### src/rtl/pdiv_pkg.sv
package pdiv_pkg;

    // Controller states
    typedef enum logic [1:0] {
        ST_ARMED = 2'd0,   // after restart: outputs forced high until next counted pulse
        ST_RUN   = 2'd1,   // normal counting
        ST_HOLD  = 2'd2    // frozen, outputs forced high
    } pdiv_state_e;

    // Command broadcast to every modulo-N counter
    typedef enum logic [1:0] {
        CMD_KEEP   = 2'd0,
        CMD_STEP   = 2'd1,
        CMD_PRESET = 2'd2,
        CMD_CLEAR  = 2'd3
    } pdiv_cmd_e;

endpackage

### src/rtl/pdiv_sync_edge.sv
module pdiv_sync_edge #(
    parameter int STAGES = 2
) (
    input  logic clk,
    input  logic rst_n,
    input  logic d_i,
    output logic level_o,
    output logic rise_o
);
    localparam int LAST = STAGES - 1;

    logic [LAST:0] chain_q;
    logic          prev_q;

    generate
        for (genvar s = 0; s < STAGES; s++) begin : g_stage
            if (s == 0) begin : g_first
                always_ff @(posedge clk or negedge rst_n) begin
                    if (!rst_n) chain_q[s] <= 1'b0;
                    else        chain_q[s] <= d_i;
                end
            end else begin : g_next
                always_ff @(posedge clk or negedge rst_n) begin
                    if (!rst_n) chain_q[s] <= 1'b0;
                    else        chain_q[s] <= chain_q[s-1];
                end
            end
        end
    endgenerate

    always_ff @(posedge clk or negedge rst_n) begin
        if (!rst_n) prev_q <= 1'b0;
        else        prev_q <= chain_q[LAST];
    end

    assign level_o = chain_q[LAST];
    assign rise_o  = chain_q[LAST] & ~prev_q;

endmodule

### src/rtl/pdiv_ctrl.sv
module pdiv_ctrl
    import pdiv_pkg::*;
(
    input  logic        clk,
    input  logic        rst_n,
    input  logic        tick_i,
    input  logic        restart_i,
    input  logic        hold_i,
    output pdiv_cmd_e   cmd_o,
    output logic        force_hi_o,
    output pdiv_state_e state_o
);
    pdiv_state_e state_q;
    pdiv_state_e state_d;

    // State register
    always_ff @(posedge clk or negedge rst_n) begin
        if (!rst_n) state_q <= ST_ARMED;   // reset equals post-restart state
        else        state_q <= state_d;
    end

    // Next-state logic: freeze > restart-arm > first-step / thaw
    always_comb begin
        state_d = state_q;
        unique case (state_q)
            ST_ARMED: begin
                if (hold_i)         state_d = ST_HOLD;   // freeze
                else if (restart_i) state_d = ST_ARMED;  // re-arm
                else if (tick_i)    state_d = ST_RUN;    // first-step
            end
            ST_RUN: begin
                if (hold_i)         state_d = ST_HOLD;   // freeze
                else if (restart_i) state_d = ST_ARMED;  // restart-arm
            end
            ST_HOLD: begin
                if (hold_i)         state_d = ST_HOLD;
                else if (restart_i) state_d = ST_ARMED;  // restart-arm
                else                state_d = ST_RUN;    // thaw
            end
            default:                state_d = ST_ARMED;
        endcase
    end

    // Outputs: counter command (R6: restart beats a same-cycle pulse; R7: hold beats both)
    always_comb begin
        if (hold_i)         cmd_o = CMD_CLEAR;
        else if (restart_i) cmd_o = CMD_PRESET;
        else if (tick_i)    cmd_o = CMD_STEP;
        else                cmd_o = CMD_KEEP;
        force_hi_o = (state_q != ST_RUN);
        state_o    = state_q;
    end

endmodule

### src/rtl/pdiv_modn_counter.sv
module pdiv_modn_counter
    import pdiv_pkg::*;
#(
    parameter int RATIO = 2,
    parameter int CW    = 3
) (
    input  logic      clk,
    input  logic      rst_n,
    input  pdiv_cmd_e cmd_i,
    output logic      zero_o
);
    // A restart counts as the first step of each divider
    localparam logic [CW-1:0] PRESET_VAL = CW'(1 % RATIO);
    localparam logic [CW-1:0] LAST_VAL   = CW'(RATIO - 1);

    logic [CW-1:0] count_q;

    always_ff @(posedge clk or negedge rst_n) begin
        if (!rst_n) begin
            count_q <= PRESET_VAL;
        end else begin
            unique case (cmd_i)
                CMD_KEEP:   count_q <= count_q;
                CMD_STEP:   count_q <= (count_q == LAST_VAL) ? '0 : count_q + 1'b1;
                CMD_PRESET: count_q <= PRESET_VAL;
                CMD_CLEAR:  count_q <= '0;
                default:    count_q <= count_q;
            endcase
        end
    end

    assign zero_o = (count_q == '0);

endmodule

### src/rtl/pulse_ratio_divider.sv
module pulse_ratio_divider
    import pdiv_pkg::*;
#(
    parameter int MIN_RATIO   = 2,
    parameter int NUM_OUT     = 7,
    parameter int SYNC_STAGES = 2
) (
    input  logic               clk,
    input  logic               rst_n,
    input  logic               pulse_in,
    input  logic               restart_in,
    input  logic               hold_in,
    output logic [NUM_OUT-1:0] div_o
);
    localparam int MAX_RATIO = MIN_RATIO + NUM_OUT - 1;
    localparam int CW        = (MAX_RATIO > 2) ? $clog2(MAX_RATIO) : 1;

    logic        tick_w;
    logic        restart_w;
    logic        hold_w;
    logic        pulse_lvl_w;
    logic        restart_lvl_w;
    logic        hold_rise_w;
    logic        force_hi_w;
    pdiv_cmd_e   cmd_w;
    pdiv_state_e state_w;
    logic [NUM_OUT-1:0] zero_w;

    // two-flop synchronizers with edge detect
    pdiv_sync_edge #(.STAGES(SYNC_STAGES)) u_sync_pulse (
        .clk(clk), .rst_n(rst_n), .d_i(pulse_in),
        .level_o(pulse_lvl_w), .rise_o(tick_w)
    );

    pdiv_sync_edge #(.STAGES(SYNC_STAGES)) u_sync_restart (
        .clk(clk), .rst_n(rst_n), .d_i(restart_in),
        .level_o(restart_lvl_w), .rise_o(restart_w)
    );

    pdiv_sync_edge #(.STAGES(SYNC_STAGES)) u_sync_hold (
        .clk(clk), .rst_n(rst_n), .d_i(hold_in),
        .level_o(hold_w), .rise_o(hold_rise_w)
    );

    pdiv_ctrl u_ctrl (
        .clk(clk), .rst_n(rst_n),
        .tick_i(tick_w), .restart_i(restart_w), .hold_i(hold_w),
        .cmd_o(cmd_w), .force_hi_o(force_hi_w), .state_o(state_w)
    );

    // one modulo-N counter per ratio
    generate
        for (genvar g = 0; g < NUM_OUT; g++) begin : g_div
            pdiv_modn_counter #(.RATIO(MIN_RATIO + g), .CW(CW)) u_cnt (
                .clk(clk), .rst_n(rst_n), .cmd_i(cmd_w), .zero_o(zero_w[g])
            );
            assign div_o[g] = zero_w[g] | force_hi_w;
        end
    endgenerate

endmodule

### config.mk
export PLATFORM = sky130hd
export DESIGN_NAME = pulse_ratio_divider
export DESIGN_NICKNAME = d
export VERILOG_FILES = /design/src/rtl/pdiv_pkg.sv /design/src/rtl/pdiv_sync_edge.sv /design/src/rtl/pdiv_ctrl.sv /design/src/rtl/pdiv_modn_counter.sv /design/src/rtl/pulse_ratio_divider.sv
export SDC_FILE = /design/constraint.sdc
export NUM_CORES = 1
export LEC_CHECK = 0
export BUFFER_PORTS_ARGS = -buffer_cell sky130_fd_sc_hd__buf_2
export CORE_ASPECT_RATIO = 1.1
export CORE_MARGIN = 2
export CORE_UTILIZATION = 45
export CTS_CLUSTER_SIZE = 20
export DETAILED_ROUTE_END_ITERATION = 6
export GPL_ROUTABILITY_DRIVEN = 1
export MAX_ROUTING_LAYER = met4
export PLACE_DENSITY = 0.63
export SYNTH_ARGS = -nofsm -noshare
export SYNTH_HDL_FRONTEND = slang
export SYNTH_SLANG_ARGS = --single-unit
export TNS_END_PERCENT = 10
### constraint.sdc
create_clock -name clk -period 1.3 [get_ports clk]
set_clock_uncertainty 0.05 [all_clocks]
set_input_delay 0.13 -clock clk [delete_from_list [all_inputs] [get_ports clk]]
set_output_delay 0.13 -clock clk [all_outputs]
set_load 0.005 [all_outputs]
==> results_dict.tcl <==
set metrics [dict create \
    synth_top_area_cell "dfrtp_1" \
    grt_pass1_vias 1108 \
    clkTransAtPathRegs_ns 0.10 \
    fmax_mhz 692 \
    synth-edff-count 0 \
    wl_um 2740 \
    ys_ff_latch 31 \
    p_per_area_nw_per_um2 1140 \
    synthToLayoutAreaGrowth_pct 29.6 \
    vias 1072 \
    nets 180 \
    cts_tree "done" \
    drt_iter0_drc 42 \
    ys_warn_count 0 \
    wl_per_cell_um 13.5 \
    vdd_drop_max_v 0.000852 \
    die_x_um 57.6 \
    async_flop_share_pct 100 \
    core_um2 3020 \
    ys_seq_area_share_pct 55.2 \
    vias_per_cell 5.28 \
    place_congestion 0.746 \
    yosys.area.top_type_share_pct 42.3 \
    finalWorstSetupSlack_ns -0.145 \
    clockBufferDepth 2 \
    timing.hold.ws_ns 0.195 \
    endpoint_kind "output pin" \
    synth_flop_cell "dfrtp_1" \
    status "complete, but fails checks" \
    crit_type "flip-flop to output pin" \
    post-synth-top-count-cell "dfrtp_1" \
    io_pins 12 \
    syn_area_um2 1420 \
    power_mw 2.10 \
    clk_root_buffer_cell "clkbuf_4" \
    grt_overflow_total 0 \
    grt_pass1_wl_um 4860 \
    fp.dieH_um 62.9 \
    crit_required_ns 1.12 \
    hold_violations 0 \
    n_fill_cell 257 \
    drive_above_1_share_pct 36.7 \
    clock-sinks 31 \
    syn_nets 148 \
    power_leakage_nw 0.778 \
    synth_area_leaders "dfrtp_1 42%, dfstp_2 13%, ha_1 6.2%, a21oi_1 5.6%, nand2_1 4.2%" \
    placementRows 21 \
    dp_cells 186 \
    cp_max_fo 2 \
    relSlewSlack_pct 74.9 \
    syn_inst 136 \
    worstPathArrival_ns 1.26 \
    track_usage_pct 17.9 \
    die_area_um2 3620 \
    drcViolationCount 0 \
    fin_area_um2 1840 \
    drtPass1Iterations 4 \
    grt_max_degree 18 \
    finalNonFillerCells 203 \
    antenna_found_initial 0 \
    grt_setup_unrepaired "yes" \
    slew_viol_final 0 \
    placed_area_um2 1590 \
    synth_common_cells "24 x dfrtp_1, 16 x a21oi_1, 16 x nand2_1, 13 x inv_1" \
    min_period_ns 1.44 \
    cts_buffers 5 \
    ys_types 29 \
    drtAntennaViolNets 0 \
    htree_levels 2 \
    dp_hpwl_um 1870 \
    worst_slew_pin_slew_ns 0.377 \
    n_antenna_cell 0 \
    placement.io_buffers 11 \
    period_share_pct 111 \
    postSynthAreaPerCell_um2 10.5 \
    initial_utilization_pct 47.0 \
    hp-class "input port to asynchronous set/reset pin" \
    setup_viol 9 \
    violations "negative setup slack" \
    rr_worst_depth 6 \
    start_kind "flip-flop" \
    cap_violations 0 \
    insertion_delay_ns 0.32 \
]
sequential cells by signal, summed over array words and instances, names as in the netlist:
| name | cells |
|---|---|
| u_sync_hold.chain_q | 1 |
| u_sync_pulse.prev_q | 1 |
| u_sync_restart.prev_q | 1 |
| u_sync_pulse.chain_q | 1 |
| u_sync_restart.level_o | 1 |
| u_sync_hold.level_o | 1 |
| u_sync_pulse.level_o | 1 |
| u_ctrl.state_o | 2 |
| g_div.u_cnt.count_q | 21 |
| u_sync_restart.chain_q | 1 |
power by group:
part / internal, mW / switching [mW] / total [mW] / leakage (nW)
clock network: 0.454 / 0.317 / 0.771 / 0.0482
registers: 1.02 / 0.0394 / 1.06 / 0.385
logic: 0.133 / 0.131 / 0.264 / 0.345
layout by cell type (no fill, tap or decap), types with 2 or more instances in the layout:
cell type,n
nor3_1,3
a21oi_2,2
xnor2_1,3
a31oi_1,4
a211o_1,2
o31ai_1,3
buf_2,11
dlygate4sd3_1,4
buf_6,3
ha_4,4
buf_4,11
nand2b_1,3
nor2_1,5
a21oi_1,14
dfrtp_1,23
clkbuf_4,5
nand2_1,16
ha_1,2
dfstp_2,7
nand4b_1,4
buf_12,2
inv_1,7
o21ai_1,5
inv_2,6
nand3b_1,2
layout make-up:
class                      count  area, µm²  share of cell area [%]
clock buffer                   6       51.3                    2.79
multi-input combinational     86        627                    34.0
clock inverter                 2       35.0                    1.90
timing repair buffer          31        251                    13.7
inverter                      13       48.8                    2.65
sequential                    31        786                    42.7
tap                           34       42.5                    2.31
cell families (layout without fill, tap and decap cells):
| logic type | Yosys count | count (layout) | share of synthesized area (%) |
|---|---|---|---|
| adder cells (fa/ha/maj) | 7 | 7 | 6.16 |
| AO/OA/AOI/OAI | 36 | 36 | 15.4 |
| AND/OR/NAND/NOR | 38 | 38 | 13.9 |
| multiplexers | 1 | 1 | 0.704 |
| XOR/XNOR | 4 | 4 | 2.47 |
| buffers and inverters | 19 | 52 | 6.16 |
| flip-flops | 31 | 31 | 55.2 |
timing repair:
item | in CTS | in global routing
pin swaps | 6 | 9
setup buffers | 5 | 0
hold endpoints to repair | 31 | 0
hold buffers | 4 | 0
gates cloned | 0 | 0
resized for setup | 17 | 14
endpoints found under the setup margin | 9 | 22
metal layers:
metal	vias to the layer above	wire length, µm	global-route usage (%)
li1	526	-	-
met1	529	1240	22.0
met2	13	1390	28.7
met3	4	66	3.73
met4	0	46	6.98
met5	-	0	-
final timing paths:
kind / from / end / slack, ns
setup / recovery: g_div[3].u_cnt.count_q[0]$_DFFE_PN1P_ / div_o[3] / -0.14
hold / removal: rst_n / g_div[3].u_cnt.count_q[2]$_DFFE_PN0P_ / 0.19
setup reg to reg: g_div[6].u_cnt.count_q[0]$_DFFE_PN1P_ / g_div[6].u_cnt.count_q[0]$_DFFE_PN1P_ / -0.01
hold reg to reg: u_sync_pulse.chain_q[0]$_DFF_PN0_ / u_sync_pulse.level_o$_DFF_PN0_ / 0.31
max in group asynchronous: rst_n / g_div[5].u_cnt.count_q[0]$_DFFE_PN1P_ / 0.50
min in group clk: u_sync_pulse.chain_q[0]$_DFF_PN0_ / u_sync_pulse.level_o$_DFF_PN0_ / 0.31
through the flow:
stage | util [%] | TNS, ns | setup WS (ns)
floorplan | - | 0 | 0.0558
global placement | 52.5 | 0 | 0.0411
detailed placement | 52.5 | -0.0219 | -0.0219
CTS | 59.4 | -1.00 | -0.153
global route | 61.0 | -1.71 | -0.201
finish | 61.0 | -0.826 | -0.145
worst max-delay path, cell delays in order (launching register included):
cell     delay [ns]
dfstp_2        0.55
inv_2          0.04
ha_4           0.15
inv_2          0.04
o21ai_1        0.04
buf_2          0.12
(Power assumes the default switching activity.)
